### src/rtl/bar_pkg.sv
package bar_pkg;

  typedef enum logic [2:0] {
    BK_NONE  = 3'd0,
    BK_MEM32 = 3'd1,
    BK_IO    = 3'd2,
    BK_M64LO = 3'd3,
    BK_M64HI = 3'd4
  } bar_kind_e;

  // All-ones above bit lg of a 64-bit address.
  function automatic logic [63:0] size_mask(int unsigned lg);
    return {64{1'b1}} << lg;
  endfunction

  function automatic int unsigned clamp_size(bar_kind_e k, int unsigned lg);
    int unsigned lo, hi;
    case (k)
      BK_IO:    begin lo = 2; hi = 8;  end
      BK_MEM32: begin lo = 4; hi = 31; end
      default:  begin lo = 4; hi = 63; end
    endcase
    if (lg < lo) return lo;
    if (lg > hi) return hi;
    return lg;
  endfunction

  function automatic logic [31:0] upper_keep(int unsigned n);
    if (n >= 32) return {32{1'b1}};
    return (32'h1 << n) - 32'h1;
  endfunction

  // A half of a 64-bit pair without its partner is treated as unused.
  function automatic bar_kind_e eff_kind(logic [2:0] raw, logic [2:0] prev, logic [2:0] next);
    case (raw)
      3'd1:    return BK_MEM32;
      3'd2:    return BK_IO;
      3'd3:    return (next == 3'd4) ? BK_M64LO : BK_NONE;
      3'd4:    return (prev == 3'd3) ? BK_M64HI : BK_NONE;
      default: return BK_NONE;
    endcase
  endfunction

  // Writable bits of a slot; for the upper half lg is the pair's size.
  function automatic logic [31:0] wr_mask(bar_kind_e k, int unsigned lg, int unsigned n);
    logic [63:0] t;
    case (k)
      BK_MEM32, BK_IO, BK_M64LO: begin
        t = size_mask(clamp_size(k, lg));
        return t[31:0];
      end
      BK_M64HI: begin
        t = size_mask(clamp_size(BK_M64LO, lg));
        return t[63:32] & upper_keep(n);
      end
      default: return 32'h0;
    endcase
  endfunction

  // Upper-word compare mask of a 64-bit pair.
  function automatic logic [31:0] hi_cmp_mask(int unsigned lg);
    logic [63:0] t;
    t = size_mask(clamp_size(BK_M64LO, lg));
    return t[63:32];
  endfunction

  function automatic logic [31:0] type_bits(bar_kind_e k, logic pref);
    case (k)
      BK_MEM32: return {28'h0, pref, 3'b000};
      BK_M64LO: return {28'h0, pref, 3'b100};
      BK_IO:    return 32'h1;
      default:  return 32'h0;
    endcase
  endfunction

endpackage

### src/rtl/bar_reg.sv
module bar_reg #(
  parameter logic [31:0] WMASK    = 32'h0,
  parameter logic [31:0] TBITS    = 32'h0,
  parameter bit          FIXED    = 1'b0,
  parameter logic [31:0] FIX_BASE = 32'h0
) (
  input  logic        clk,
  input  logic        rst_n,
  input  logic        wr_en,
  input  logic [3:0]  be,
  input  logic [31:0] wdata,
  output logic [31:0] base,
  output logic [31:0] word
);
  logic [31:0] stored;
  logic [31:0] be_bits;
  logic [31:0] upd;

  always_comb begin
    for (int b = 0; b < 4; b++) be_bits[b*8 +: 8] = {8{be[b]}};
    upd = WMASK & be_bits;
  end

  always_ff @(posedge clk or negedge rst_n) begin
    if (!rst_n)     stored <= 32'h0;
    else if (wr_en) stored <= (stored & ~upd) | (wdata & upd);
  end

  assign base = FIXED ? (FIX_BASE & WMASK) : stored;
  assign word = base | TBITS;
endmodule

### src/rtl/bar_match.sv
module bar_match
  import bar_pkg::*;
#(
  parameter bar_kind_e   KIND   = BK_NONE,
  parameter logic [31:0] LO_CMP = 32'h0,
  parameter logic [31:0] HI_CMP = 32'h0
) (
  input  logic [63:0] addr,
  input  logic        is_io,
  input  logic [31:0] base_lo,
  input  logic [31:0] base_hi,
  output logic        hit
);
  logic space_ok, lo_ok, hi_ok;

  always_comb begin
    space_ok = (KIND == BK_IO) ? is_io : !is_io;
    lo_ok    = (addr[31:0] & LO_CMP) == (base_lo & LO_CMP);
    if (KIND == BK_M64LO) hi_ok = (addr[63:32] & HI_CMP) == (base_hi & HI_CMP);
    else                  hi_ok = (addr[63:32] == 32'h0);
    case (KIND)
      BK_MEM32, BK_IO, BK_M64LO: hit = space_ok && lo_ok && hi_ok;
      default:                   hit = 1'b0;
    endcase
  end
endmodule

### src/rtl/pci_bar_bank.sv
module pci_bar_bank
  import bar_pkg::*;
#(
  parameter int unsigned NUM_BARS = 6,
  parameter logic [NUM_BARS*3-1:0]  KIND_CFG = {{(NUM_BARS-1){3'd0}}, 3'd1},
  parameter logic [NUM_BARS*6-1:0]  SIZE_CFG = {NUM_BARS{6'd12}},
  parameter logic [NUM_BARS*6-1:0]  HIBITS_CFG = {NUM_BARS{6'd32}},
  parameter logic [NUM_BARS-1:0]    PREF_CFG = '0,
  parameter logic [NUM_BARS-1:0]    FIX_CFG  = '0,
  parameter logic [NUM_BARS*32-1:0] FIX_BASE_CFG = '0,
  localparam int unsigned IDX_W = (NUM_BARS > 1) ? $clog2(NUM_BARS + 1) : 1
) (
  input  logic             clk,
  input  logic             rst_n,
  input  logic             cfg_wr,
  input  logic [IDX_W-1:0] cfg_idx,
  input  logic [3:0]       cfg_be,
  input  logic [31:0]      cfg_wdata,
  output logic [31:0]      cfg_rdata,
  input  logic [63:0]      txn_addr,
  input  logic             txn_io,
  output logic [NUM_BARS-1:0] bar_hit
);
  // Named internal events for the checker.
  logic [NUM_BARS-1:0]    bar_wr;
  logic [31:0]            bar_word [NUM_BARS];
  logic [31:0]            bar_base [NUM_BARS+1];
  logic [NUM_BARS*32-1:0] bar_word_flat;

  assign bar_base[NUM_BARS] = 32'h0;

  for (genvar i = 0; i < NUM_BARS; i++) begin : g_slot
    localparam int unsigned PI = (i > 0) ? i - 1 : 0;
    localparam int unsigned NI = (i + 1 < NUM_BARS) ? i + 1 : i;
    localparam logic [2:0] RAW  = KIND_CFG[i*3 +: 3];
    localparam logic [2:0] PREV = (i > 0) ? KIND_CFG[PI*3 +: 3] : 3'd0;
    localparam logic [2:0] NEXT = (i + 1 < NUM_BARS) ? KIND_CFG[NI*3 +: 3] : 3'd0;
    localparam bar_kind_e  KIND = eff_kind(RAW, PREV, NEXT);
    localparam int unsigned SZ_IDX = (KIND == BK_M64HI) ? PI : i;
    localparam int unsigned LG   = SIZE_CFG[SZ_IDX*6 +: 6];
    localparam int unsigned NBIT = HIBITS_CFG[i*6 +: 6];
    localparam logic [31:0] WM   = wr_mask(KIND, LG, NBIT);
    localparam logic [31:0] TB   = type_bits(KIND, PREF_CFG[i]);
    localparam logic [31:0] HCMP = hi_cmp_mask(LG);

    assign bar_wr[i] = cfg_wr && (cfg_idx == IDX_W'(i));

    bar_reg #(
      .WMASK(WM), .TBITS(TB), .FIXED(FIX_CFG[i]),
      .FIX_BASE(FIX_BASE_CFG[i*32 +: 32])
    ) u_reg (
      .clk(clk), .rst_n(rst_n), .wr_en(bar_wr[i]), .be(cfg_be),
      .wdata(cfg_wdata), .base(bar_base[i]), .word(bar_word[i])
    );

    bar_match #(.KIND(KIND), .LO_CMP(WM), .HI_CMP(HCMP)) u_match (
      .addr(txn_addr), .is_io(txn_io), .base_lo(bar_base[i]),
      .base_hi(bar_base[i+1]), .hit(bar_hit[i])
    );

    assign bar_word_flat[i*32 +: 32] = bar_word[i];
  end

  always_comb begin
    cfg_rdata = 32'h0;
    for (int i = 0; i < NUM_BARS; i++)
      if (cfg_idx == IDX_W'(i)) cfg_rdata = bar_word[i];
  end
endmodule

### config.mk
export PLATFORM = sky130hd
export DESIGN_NAME = pci_bar_bank
export DESIGN_NICKNAME = d
export VERILOG_FILES = /design/src/rtl/bar_pkg.sv /design/src/rtl/bar_reg.sv /design/src/rtl/bar_match.sv /design/src/rtl/pci_bar_bank.sv
export SDC_FILE = /design/constraint.sdc
export NUM_CORES = 1
export LEC_CHECK = 0
export CAP_MARGIN = 10
export CORE_MARGIN = 2
export CORE_UTILIZATION = 31
export DETAILED_ROUTE_END_ITERATION = 8
export MAX_ROUTING_LAYER = met4
export PLACE_DENSITY_LB_ADDON = 0.08
export SLEW_MARGIN = 20
export SYNTH_ARGS = -nofsm -noshare
export SYNTH_HDL_FRONTEND = slang
export SYNTH_SLANG_ARGS = --single-unit
export TNS_END_PERCENT = 5
### constraint.sdc
create_clock -name clk -period 3.1 [get_ports clk]
set_clock_uncertainty 0.2 [all_clocks]
set_input_delay 0.62 -clock clk [delete_from_list [all_inputs] [get_ports clk]]
set_output_delay 0.62 -clock clk [all_outputs]
set_load 0.05 [all_outputs]
# Yosys cells after proc, flatten, opt, wreduce, memory -nomap -nowiden

Cells that the tools add are included.

Reductions and logical operators: 6
Bitwise gates (word level): 4
Mux-type cells: 6
Equality and inequality tests: 6

Operator list:

| kind                 | count |
|---|---|
| $mux W32             | 6 |
| $and A32 B32 Y32     | 2 |
| $logic_not A32 Y1    | 1 |
| $not A32 Y32         | 1 |
| $or A32 B32 Y32      | 1 |
| $eq A20 B20 Y1       | 1 |
| $eq A3 B2 Y1 const B | 2 |
| $eq A3 B3 Y1 const B | 2 |
| $eq A3 B1 Y1 const B | 1 |
| $logic_and A1 B1 Y1  | 3 |
| $logic_not A3 Y1     | 1 |
| $logic_not A1 Y1     | 1 |

Output and inout bits: 38
Register bits: 32
Input bits: 107
Logic and storage cells: 23

# Longest topological paths before layout

Gate-level depths: netlist (run 1).

Depth after elaboration: 7
Gate-level depth with buffers: 5
Mapped depth without buffers: 4

# By module

A second synthesis (run 1) with hierarchy kept.

Cells, all modules: 672
Area total of the unflattened synthesis: 5839.4 um^2

Modules (own cells, without submodules):

| module                            | area an instance (um^2) | instances | cells each | sequential area each (um^2) |
|---|---|---|---|---|
| bar_reg (g_slot[1].u_reg ...)     | 484.2                   | 5         | 65         | 0.0 |
| pci_bar_bank                      | 1965.6                  | 1         | 210        | 0.0 |
| bar_reg (g_slot[0].u_reg)         | 1076.0                  | 1         | 88         | 500.5 |
| bar_match (g_slot[0].u_match)     | 320.3                   | 1         | 39         | 0.0 |
| bar_match (g_slot[1].u_match ...) | 11.3                    | 5         | 2          | 0.0 |

# Least setup slack after synthesis (run 1)

OpenSTA, ideal clock, no wires.

Path kind: input port to output port
From: input port txn_addr[46]
To: output port bar_hit[0]
Buffers on the path: 1
Arrival: 1764 ps
Setup slack: 516 ps
Stages: 5
Cells stage by stage: or4_4 > nor3_2 > nand4_1 > nor4_2 > buf_4

Longest elaborated chain between the ends: 2

Ends and longest elaborated chain:

| what                | line               | RTL |
|---|---|---|
| start, declared     | pci_bar_bank.sv:20 | `input logic [63:0] txn_addr,` |
| $logic_not A32 Y1   | --                 |  |
| $logic_and A1 B1 Y1 | bar_match.sv:22    | `BK_MEM32, BK_IO, BK_M64LO: hit = space_ok && lo_ok && hi_ok;` |
| end, declared       | pci_bar_bank.sv:22 | `output logic [NUM_BARS-1:0] bar_hit` |

Every way passes these cells.

# Final worst setup path (run 1)

From: input port txn_addr[24]
To: output port bar_hit[0]

Longest elaborated chain between the ends: 3

Ends and longest elaborated chain:

| what                              | line            | RTL |
|---|---|---|
| $eq A20 B20 Y1                    | bar_match.sv:18 | `lo_ok = (addr[31:0] & LO_CMP) == (base_lo & LO_CMP);` |
| $logic_and A1 B1 Y1 (2 in series) | bar_match.sv:22 |  |

Every way passes these cells.

==> flow_summary_export.csv, run 1 <==
group,metric,value,unit
finish,fin_util,65.1,%
worst_setup_path,cp_max_fo,1,
sta,min_period_over_period,96.3,%
power_and_ir_drop,total_leakage_power,1.14,nW
placement,dp_hpwl,3.41,mm
hold_path,min_path_cells,1,
synth,ys_types,18,
synth,avgSynthCellArea,10.9,um^2
sta,hold_violations,0,
clocking,cts_hold_buf,0,
routing,via_per_inst,4.52,
routing,num_vias,1253,
synth,synth_area,1350,um^2
clocking,cts_made_buffers,3,
placement,gp_congestion,0.753,
finish,layout-drive-gt1-share,15.4,%
sta,report.final.slew_viol_count,0,
synth,synthTopCellsByArea,"dfrtp_1 (37%), mux2_1 (17%), xor2_1 (11%)",
worst_setup_path,worstSetupEndpointType,"primary output",
synth,synth-edff-count,0,
finish,syn2layout_area_growth,97.2,%
floorplanning,rows,23,
floorplanning,initial_core_util,33.0,%
routing,drt_iter0_drc,16,
global_route,grt_pass1_wl,6.57,mm
routing,finalWirelength,4.04,mm
floorplanning,fp.dieH,70.0,um
worst_setup_path,critPathKind,"in -> out",
clocking,path_clk_slew,0.07,ns
sta,hold_slack,0.328,ns
synth,netlist.area_leader.share,37.1,%
clocking,clock_latency,0.25,ns
global_route,grt_pass1_vias,1364,
synth,synth_cells,124,
placement,numPortBuffers,102,
clocking,cts_max_level,1,
synth,yosysWarnings,0,
sta,rsz0062_at_grt,"false",
power_and_ir_drop,ir_drop,250,uV
worst_setup_path,arrival,2.17,ns
sta,setup_viol,0,
synth,synth_seq_cells,20,
synth,synth_top_flop_cell,"dfrtp_1",
floorplanning,core,4090,um^2
routing,first_pass_iters,3,
clocking,cts_tree,"yes",
run,cap_violations,0,
finish,nets,335,
clocking,clock-sinks,20,
clocking,postCtsSetupBuffers,0,
worst_setup_path,cp_data_required_time,2.28,ns
sta,period_minus_slack,2.99,ns
floorplanning,ioPinCount,145,
synth,synth.largest_area_cell,"dfrtp_1",
global_route,grt_util_all_layers,17.3,%
global_route,grt_antenna_before_repair,0,
global_route,grt_max_degree,24,
sta,fmax,0.335,GHz
worst_setup_path,reg2reg_depth,1,
status,outcome,"complete, no violations",
finish,n_antenna_cell,0,
clocking,root_buffer,"clkbuf_8",
routing,antenna_left,0,
routing,drc,0,
floorplanning,die_w,70.0,um
sta,relSlewSlack,38.4,%
worst_setup_path,critPathLaunchType,"input pin",
global_route,grt_overflow,0,
hold_path,min_path_type,"reg -> reg",
routing,wire_per_inst,14.6,um
power_and_ir_drop,powerDensity,358,nW/um^2
clocking,cts.path.max_buffers,2,
worst_setup_path,r2r_setup_slack,2.07,ns
floorplanning,die-area,4890,um^2
synth,synth-seq-area-share,37.1,%
sta,worstMarginPinSlew,0.921,ns
synth,ys_async_sr_fraction,100,%
power breakdown:
group / internal [mW] / total, mW / leakage, nW / switching [mW]
clock: 0.113 / 0.194 / 0.0288 / 0.0811
combinational: 0.209 / 0.384 / 0.869 / 0.175
sequential: 0.322 / 0.374 / 0.245 / 0.0521
total: 0.644 / 0.952 / 1.14 / 0.308
metal layers:
metal	vias up	GRT usage [%]	part of all wire (%)
met5	-	-	0
met4	0	4.49	0.52
met3	2	3.61	9.1
met2	71	32.0	54
met1	578	18.7	36
li1	602	-	-
cells in the final DEF (no fill, tap or decap), drive strengths merged:
master	synthesis	routed
xor2	17	17
dlymetal6s2s	0	4
clkbuf	2	4
conb	1	17
and2	20	20
nand4	4	4
nand3	3	3
clkdlybuf4s50	0	77
nor2	1	1
xnor2	3	3
dfrtp	20	20
buf	18	22
nor3	4	4
nor4	10	10
or4	1	1
mux2	20	20
critical path, stage by stage:
cell	delay, ns
clkdlybuf4s50_1	0.43
xor2_1	0.15
nor4_1	0.32
nand4_1	0.23
nor4_4	0.23
buf_12	0.18
cell type report:
type / count / area [um^2]
fill: 341 / 1430
timing repair buffer: 103 / 1250
multi-input combinational: 100 / 793
sequential: 20 / 500
tap: 50 / 62.6
clock buffer: 4 / 55.1
worst max path at each step:
| stage | end | startpoint | slack [ns] | cells past startpoint |
|---|---|---|---|---|
| 6_report | bar_hit[0] | txn_addr[24] | 0.11 | 6 |
| 5_1_grt | bar_hit[0] | txn_addr[12] | 0.02 | 6 |
| 3_3_place_gp | bar_hit[0] | txn_addr[46] | -0.03 | 6 |
| 2_1_floorplan | bar_hit[0] | txn_addr[46] | 0.52 | 5 |
| 4_1_cts | bar_hit[0] | txn_addr[24] | 0.006 | 6 |
| 3_5_place_dp | bar_hit[0] | txn_addr[46] | -0.07 | 6 |
through the flow:
step	cell area, um^2	power [mW]	worst slack [ns]	instances	TNS [ns]
global placement	2570	0.749	-0.0340	273	-0.0340
finish	2660	0.952	0.114	277	0
global route	2660	1.01	0.0156	277	0
detailed placement	2570	0.761	-0.0679	273	-0.0679
CTS	2640	0.965	0.00575	277	0
floorplan	1410	0.579	0.516	140	0
cells by family (layout without fill, tap and decap cells):
family                 count (synthesis)  after routing  synth area share, %
other                                  1             17                0.278
flip-flops                            20             20                 37.1
buffers and inverters                 20            107                 10.6
AND/OR/NAND/NOR                       43             43                 22.4
multiplexers                          20             20                 16.7
XOR/XNOR                              20             20                 13.0
synthesized netlist by cell type, types with 2 or more instances:
master    instances
and2_1           20
buf_4            18
clkbuf_1          2
dfrtp_1          20
mux2_1           20
nand3_2           2
nand4_1           4
nor3_1            2
nor4_1            8
nor4_2            2
xnor2_1           3
xor2_1           17
repair_timing:
item | 4_1_cts | 5_1_grt
pin swaps | 1 | 5
gates cloned | 0 | 0
resized for setup | 2 | 6
hold endpoints to repair | 0 | 0
setup endpoints to repair | 1 | 1
Note: power is estimated with default switching activity, not from simulation.
==> inputs of run 2 (changes only) <==
--- a/config.mk
+++ b/config.mk
@@ -8,6 +8,7 @@
 export CAP_MARGIN = 10
 export CORE_MARGIN = 2
 export CORE_UTILIZATION = 31
+export CTS_CLUSTER_DIAMETER = 50
 export DETAILED_ROUTE_END_ITERATION = 8
 export MAX_ROUTING_LAYER = met4
 export PLACE_DENSITY_LB_ADDON = 0.08
==> results of run 2 <==
No change in the layout: final DEF, timing and power equal those of run 1.
